## src/rtl/cfgSupPkg.sv

```systemverilog
package cfgSupPkg;

  localparam int NUM_ERR   = 4;
  localparam int ERR_CKSUM = 0;
  localparam int ERR_NACK  = 1;
  localparam int ERR_ARB   = 2;
  localparam int ERR_OTHER = 3;

  typedef enum logic {
    ST_LOADING = 1'b0,
    ST_CLOSED  = 1'b1
  } supState_e;

  // strobes from control to datapath
  typedef struct packed {
    logic capture;  // first fault: record classes, halt, abort, done
    logic finish;   // clean end: done only
  } supCmd_t;

endpackage

```

## src/rtl/cfgSupControl.sv

```systemverilog
module cfgSupControl
  import cfgSupPkg::*;
(
  input  logic    clk,
  input  logic    rstN,
  input  logic    anyFault,
  input  logic    loadDone,
  output supCmd_t cmd
);

  supState_e state;

  always_comb begin
    cmd.capture = (state == ST_LOADING) && anyFault;
    cmd.finish  = (state == ST_LOADING) && !anyFault && loadDone;
  end

  always_ff @(posedge clk or negedge rstN) begin
    if (!rstN) begin
      state <= ST_LOADING;
    end else if (cmd.capture || cmd.finish) begin
      state <= ST_CLOSED;
    end
  end

endmodule

```

## src/rtl/cfgSupDatapath.sv

```systemverilog
module cfgSupDatapath
  import cfgSupPkg::*;
#(
  parameter int ADDR_W    = 16,
  parameter int TYPE_W    = 4,
  parameter int BAD_TYPE  = 2,
  parameter int ARB_LIMIT = 16   // must be 2 or more
) (
  input  logic               clk,
  input  logic               rstN,
  input  logic               chkValid,
  input  logic               chkMatch,
  input  logic               addrInc,
  input  logic [ADDR_W-1:0]  addrCur,
  input  logic               typeValid,
  input  logic [TYPE_W-1:0]  typeVal,
  input  logic               nackSeen,
  input  logic               arbLost,
  input  logic               arbWon,
  input  logic               badCond,
  input  logic               clrWr,
  input  logic [NUM_ERR-1:0] clrMask,
  input  supCmd_t            cmd,
  output logic               anyFault,
  output logic [NUM_ERR-1:0] errStatus,
  output logic               rstHalt,
  output logic               doneFlag,
  output logic               abortReq
);

  localparam int CNT_W = $clog2(ARB_LIMIT);
  localparam logic [CNT_W-1:0]  CNT_LAST = CNT_W'(ARB_LIMIT - 1);
  localparam logic [ADDR_W-1:0] ADDR_TOP = '1;
  localparam logic [TYPE_W-1:0] TYPE_BAD = TYPE_W'(BAD_TYPE);

  logic [CNT_W-1:0]   lossRun;
  logic [NUM_ERR-1:0] faultVec;

  // classify events into error classes
  always_comb begin
    faultVec            = '0;
    faultVec[ERR_CKSUM] = (chkValid && !chkMatch)
                        || (addrInc && (addrCur == ADDR_TOP))
                        || (typeValid && (typeVal == TYPE_BAD));
    faultVec[ERR_NACK]  = nackSeen;
    faultVec[ERR_ARB]   = arbLost && !arbWon && (lossRun == CNT_LAST);
    faultVec[ERR_OTHER] = badCond;
  end

  assign anyFault = |faultVec;

  // consecutive arbitration loss run
  always_ff @(posedge clk or negedge rstN) begin
    if (!rstN) begin
      lossRun <= '0;
    end else if (arbWon) begin
      lossRun <= '0;
    end else if (arbLost && (lossRun != CNT_LAST)) begin
      lossRun <= lossRun + 1'b1;
    end
  end

  // sticky error bits, set beats clear
  for (genvar i = 0; i < NUM_ERR; i++) begin : g_errBit
    always_ff @(posedge clk or negedge rstN) begin
      if (!rstN) begin
        errStatus[i] <= 1'b0;
      end else if (cmd.capture && faultVec[i]) begin
        errStatus[i] <= 1'b1;
      end else if (clrWr && clrMask[i]) begin
        errStatus[i] <= 1'b0;
      end
    end
  end

  always_ff @(posedge clk or negedge rstN) begin
    if (!rstN) begin
      rstHalt  <= 1'b0;
      doneFlag <= 1'b0;
      abortReq <= 1'b0;
    end else begin
      abortReq <= cmd.capture;
      if (cmd.capture) begin
        rstHalt <= 1'b1;
      end
      if (cmd.capture || cmd.finish) begin
        doneFlag <= 1'b1;
      end
    end
  end

endmodule

```

## src/rtl/cfgFaultSup.sv

```systemverilog
module cfgFaultSup
  import cfgSupPkg::*;
#(
  parameter int ADDR_W    = 16,
  parameter int TYPE_W    = 4,
  parameter int BAD_TYPE  = 2,
  parameter int ARB_LIMIT = 16
) (
  input  logic               clk,
  input  logic               rstN,
  input  logic               chkValid,
  input  logic               chkMatch,
  input  logic               addrInc,
  input  logic [ADDR_W-1:0]  addrCur,
  input  logic               typeValid,
  input  logic [TYPE_W-1:0]  typeVal,
  input  logic               nackSeen,
  input  logic               arbLost,
  input  logic               arbWon,
  input  logic               badCond,
  input  logic               loadDone,
  input  logic               clrWr,
  input  logic [3:0]         clrMask,
  output logic [3:0]         errStatus,
  output logic               rstHalt,
  output logic               doneFlag,
  output logic               abortReq
);

  supCmd_t cmd;
  logic    anyFault;

  cfgSupControl i_control (
    .clk      (clk),
    .rstN     (rstN),
    .anyFault (anyFault),
    .loadDone (loadDone),
    .cmd      (cmd)
  );

  cfgSupDatapath #(
    .ADDR_W    (ADDR_W),
    .TYPE_W    (TYPE_W),
    .BAD_TYPE  (BAD_TYPE),
    .ARB_LIMIT (ARB_LIMIT)
  ) i_datapath (
    .clk       (clk),
    .rstN      (rstN),
    .chkValid  (chkValid),
    .chkMatch  (chkMatch),
    .addrInc   (addrInc),
    .addrCur   (addrCur),
    .typeValid (typeValid),
    .typeVal   (typeVal),
    .nackSeen  (nackSeen),
    .arbLost   (arbLost),
    .arbWon    (arbWon),
    .badCond   (badCond),
    .clrWr     (clrWr),
    .clrMask   (clrMask),
    .cmd       (cmd),
    .anyFault  (anyFault),
    .errStatus (errStatus),
    .rstHalt   (rstHalt),
    .doneFlag  (doneFlag),
    .abortReq  (abortReq)
  );

endmodule

```

## config.mk

```make
export PLATFORM = sky130hd
export DESIGN_NAME = cfgFaultSup
export DESIGN_NICKNAME = d
export VERILOG_FILES = /design/src/rtl/cfgSupPkg.sv /design/src/rtl/cfgSupControl.sv /design/src/rtl/cfgSupDatapath.sv /design/src/rtl/cfgFaultSup.sv
export SDC_FILE = /design/constraint.sdc
export NUM_CORES = 1
export LEC_CHECK = 0
export BUFFER_PORTS_ARGS = -buffer_cell sky130_fd_sc_hd__buf_4
export CORE_MARGIN = 2
export CORE_UTILIZATION = 34
export DETAILED_ROUTE_END_ITERATION = 10
export PLACE_DENSITY = 0.73
export SETUP_SLACK_MARGIN = 0.4
export SLEW_MARGIN = 30
export SYNTH_ARGS = -nofsm -noshare
export SYNTH_HDL_FRONTEND = slang
export SYNTH_HIERARCHICAL = 1
export SYNTH_SLANG_ARGS = --single-unit
export TNS_END_PERCENT = 1
```

## constraint.sdc

```tcl
create_clock -name clk -period 1.8 [get_ports clk]
set_clock_uncertainty 0.15 [all_clocks]
set_input_delay 0 -clock clk [delete_from_list [all_inputs] [get_ports clk]]
set_output_delay 0 -clock clk [all_outputs]
set_load 0.1 [all_outputs]
```

# == Word-level counts from Yosys, hierarchy flattened ==
# Cells that the tools add are included.
# W data, S select, Z words.
# classes
addsub,1
n_eq_ne,4
n_mux,10
bitwise,1
reduce_logical,29
# ops
cell,n
$logic_and A1 B1 Y1,17
$eq A16 B16 Y1 const B,1
$reduce_bool A2 Y1,5
$mux W1,8
$mux W4,2
$add A4 B1 Y4 const B,1
$eq A4 B2 Y1 const B,1
$eq A4 B4 Y1 const B,1
$ne A4 B4 Y1 const B,1
$reduce_or A4 Y1,1
$logic_not A1 Y1,3
$logic_or A1 B1 Y1,3
$not A1 Y1,1
# totals
reg_bits,11
output_inout_bits,7
wordCells,53

# == Longest topological paths before layout ==
# logic_depth
depth_word,9
ltp_mapped,8
ltp_nobuf,8

# == Cells and area by module ==
# Netlist, hierarchy kept.
# modules_own_cells
mod,instances,cells_per_inst,area_per_inst_um2
cfgSupDatapath,1,50,516.7
cfgSupControl,1,4,45.0

# == Least setup slack after synthesis ==
# OpenSTA, ideal clock, no wires.
# synth_path
kind,reg2reg
start,register i_datapath.lossRun[0]
end,register i_datapath.doneFlag
t_arrival_ns,1.513
required_time_ns,1.518
setup_slack_ns,0.005
path_stages_with_launch,8
path_buffers,0
path_cell_list,dfrtp_1 > ha_1 > nand3_2 > nor3b_1 > nor3_1 > nand3_1 > nor2b_1 > or3_1
# synth_rtl
item,line_no,rtl
from (decl),cfgSupDatapath.sv:36,logic [CNT_W-1:0] lossRun;
from (signal assigned),cfgSupDatapath.sv:59,lossRun <= lossRun + 1'b1;
to (signal assigned),cfgSupDatapath.sv:79,doneFlag <= 1'b0;
to (signal assigned),cfgSupDatapath.sv:87,doneFlag <= 1'b1;
to (decl),cfgSupDatapath.sv:27,"output logic doneFlag,"

==> results.json <==
{
  "detail-route-antenna-nets": 0,
  "wire_per_inst_microns": 14.9,
  "layout-drive-gt1-share_pct": 50.0,
  "routed_wl_microns": 2020,
  "drv_slew": 0,
  "cts_tree": "built",
  "worst_setup_path_start_kind": "flip-flop",
  "finalWeightedCongestion": 0.710,
  "die_h_microns": 44.7,
  "worst_slew_pin_slew_ns": 0.290,
  "htree_num_levels": 1,
  "antenna_found_initial": 0,
  "cts_buffers": 3,
  "cp_data_arrival_time_ns": 1.80,
  "placed_cell_area_sq_um": 942,
  "netlist-cell-type-count": 19,
  "grt_max_degree": 13,
  "pin_count": 43,
  "syn-num-nets": 91,
  "setup_slack_ns": -0.00719,
  "ctsLongestPathBuffers": 2,
  "finalNonFillerCells": 136,
  "syn_inst": 54,
  "status": "finished with violations",
  "clk_latency_ns": 0.25,
  "grt_pass1_wl_microns": 3220,
  "dp_slack_ns": -0.0488,
  "port_buffers": 42,
  "setup_viol": 1,
  "overflow": 0,
  "grt_pass1_vias": 775,
  "crit_path_end_kind": "flip-flop",
  "hold_start": "addrCur[14]",
  "area_growth_pct": 107,
  "seq_area_frac_synth_pct": 53.5,
  "violations": "negative hold slack, negative setup slack",
  "initial_core_util_pct": 36.9,
  "hold_viol_final": 3,
  "ys_ff_latch": 12,
  "viasPerCell": 5.25,
  "dp_cells": 115,
  "die_x_microns": 44.7,
  "crit_start": "i_datapath/lossRun[1]",
  "drtIter0Drc": 0,
  "irDropWorstVdd_v": 0.000308,
  "syn-cell-area_sq_um": 562,
  "core_area_sq_um": 1520,
  "vias": 714,
  "dr.pass1.iters": 1,
  "diodes": 0,
  "cts.sinks": 12,
  "r2r-start": "i_datapath/lossRun[1]",
  "die-area_sq_um": 1990,
  "syn_avg_cell_area_sq_um": 10.4,
  "postLayoutCellArea_sq_um": 1160,
  "maxCapViolations": 0,
  "fin_crit_sh_pct": 100,
  "cp_data_required_time_ns": 1.80,
  "worstHoldPathType": "in -> reg",
  "yosys_warnings": 6,
  "rsz0062_at_grt": "true",
  "fin_crit_ns": 1.81,
  "pwr_density_cell_nw_per_um2": 505,
  "finalSetupTns_ns": -0.00719,
  "criticalPathCategory": "reg -> reg",
  "leakagePower_uw": 0.000556,
  "hold_ws_ns": -0.0432,
  "core.rowCount": 14,
  "clk_pin_slew_worst_paths_ns": 0.06,
  "hpwl_microns": 1290,
  "drc": 0,
  "ctsRootBufferMaster": "clkbuf_4",
  "relSlewSlack_pct": 80.8,
  "final_nets": 159,
  "cp_max_fo": 6,
  "fmax_ghz": 0.553,
  "grt_usage_pct": 22.8
}
==> logic make-up (layout without fill, tap and decap cells) <==
family | count (synthesis) | in the layout | synth area share, %
xor+xnor | 3 | 3 | 4.68
fa+ha+maj | 1 | 1 | 2.23
flops | 12 | 12 | 53.5
compound gates | 7 | 7 | 8.46
buf+inv | 0 | 66 | 0
simple gates | 31 | 31 | 31.2
==> what timing repair did <==
| item | in CTS | in global routing |
|---|---|---|
| endpoints found under the hold margin | 22 | 5 |
| pin swaps | 6 | 3 |
| setup endpoints to repair | 8 | 22 |
| hold buffers | 13 | 2 |
| setup buffers | 2 | 1 |
| gates resized for setup | 3 | 3 |
==> area by class of cell <==
cell class | count | area, sq um
Timing Repair Buffer | 63 | 512
Fill cell | 98 | 362
Multi-Input combinational cell | 42 | 308
Sequential cell | 12 | 300
Clock buffer | 3 | 22.5
Tap cell | 16 | 20.0
==> worst max-delay path: stages, from the launching register on <==
cell	delay (ns)
dfrtp_1	0.41
ha_4	0.19
nand3_4	0.07
nor3b_4	0.05
nor3_2	0.15
nand3_1	0.17
nor2b_4	0.19
buf_6	0.12
a22o_1	0.20
==> through the flow <==
step | total power [uW] | utilization [%]
global route | 616 | 76.3
floorplan | 324 | -
CTS | 582 | 74.2
global placement | 400 | 61.8
finish | 587 | 76.3
detailed placement | 403 | 61.8
==> final timing paths <==
| check | end | slack, ns | cells after the start |
|---|---|---|---|
| max | i_datapath/errStatus[3] | -0.007 | 8 |
| min | i_datapath/errStatus[0] | -0.04 | 3 |
| max reg2reg | i_datapath/errStatus[3] | -0.007 | 8 |
| min reg2reg | i_datapath/rstHalt | 0.33 | 1 |
| max in group asynchronous | i_datapath/lossRun[0] | 1.27 | 3 |
| min in group asynchronous | i_datapath/errStatus[3] | 0.09 | 3 |
==> power breakdown <==
group	total [uW]	switching (uW)	internal, uW
clock	150	73.3	77.0
combinational	154	62.1	91.9
sequential	282	6.10	276
==> synth_stat cells <==
| cell | instances | share of area, % |
|---|---|---|
| nor3_1 | 1 | 0.89 |
| dfrtp_1 | 12 | 53 |
| a31oi_1 | 1 | 1.1 |
| or3_1 | 2 | 2.2 |
| nor2_1 | 3 | 2.0 |
| a21oi_1 | 3 | 2.7 |
| ha_1 | 1 | 2.2 |
| nor2b_1 | 2 | 2.2 |
| nand4_1 | 4 | 4.5 |
| or2_2 | 1 | 1.1 |
| nor4_2 | 1 | 2.2 |
| a22o_1 | 3 | 4.7 |
| and3_1 | 1 | 1.1 |
| nand3_2 | 1 | 1.8 |
| xor2_1 | 3 | 4.7 |
| nor4b_1 | 1 | 1.6 |
| nor3b_1 | 2 | 2.7 |
| nand2_1 | 8 | 5.3 |
| nand3_1 | 4 | 3.6 |
==> routing by layer <==
metal	vias up	wire length, microns	global-route usage (%)
li1	333	-	-
met1	333	658	23.6
met2	40	1100	40.0
met3	8	189	7.35
met4	0	78	12.7
met5	-	0	0
==> flip-flops by register name, indices dropped and copies added, names as in the netlist <==
name and flops:
i_datapath/errStatus 4, i_datapath/lossRun 4, i_control/state 1, i_datapath/abortReq 1, i_datapath/doneFlag 1, i_datapath/rstHalt 1
==> cell usage in the layout (no fill, tap or decap), drive strengths merged, types with 2 or more instances in the layout <==
cell         synthesis  routed
a21oi                3       3
a22o                 3       3
buf                  0      49
clkbuf               0       3
dfrtp               12      12
dlygate4sd3          0      14
nand2                8       8
nand3                5       5
nand4                4       4
nor2                 3       3
nor2b                2       2
nor3b                2       2
or3                  2       2
xor2                 3       3
Power figures use the tool's default switching activity.
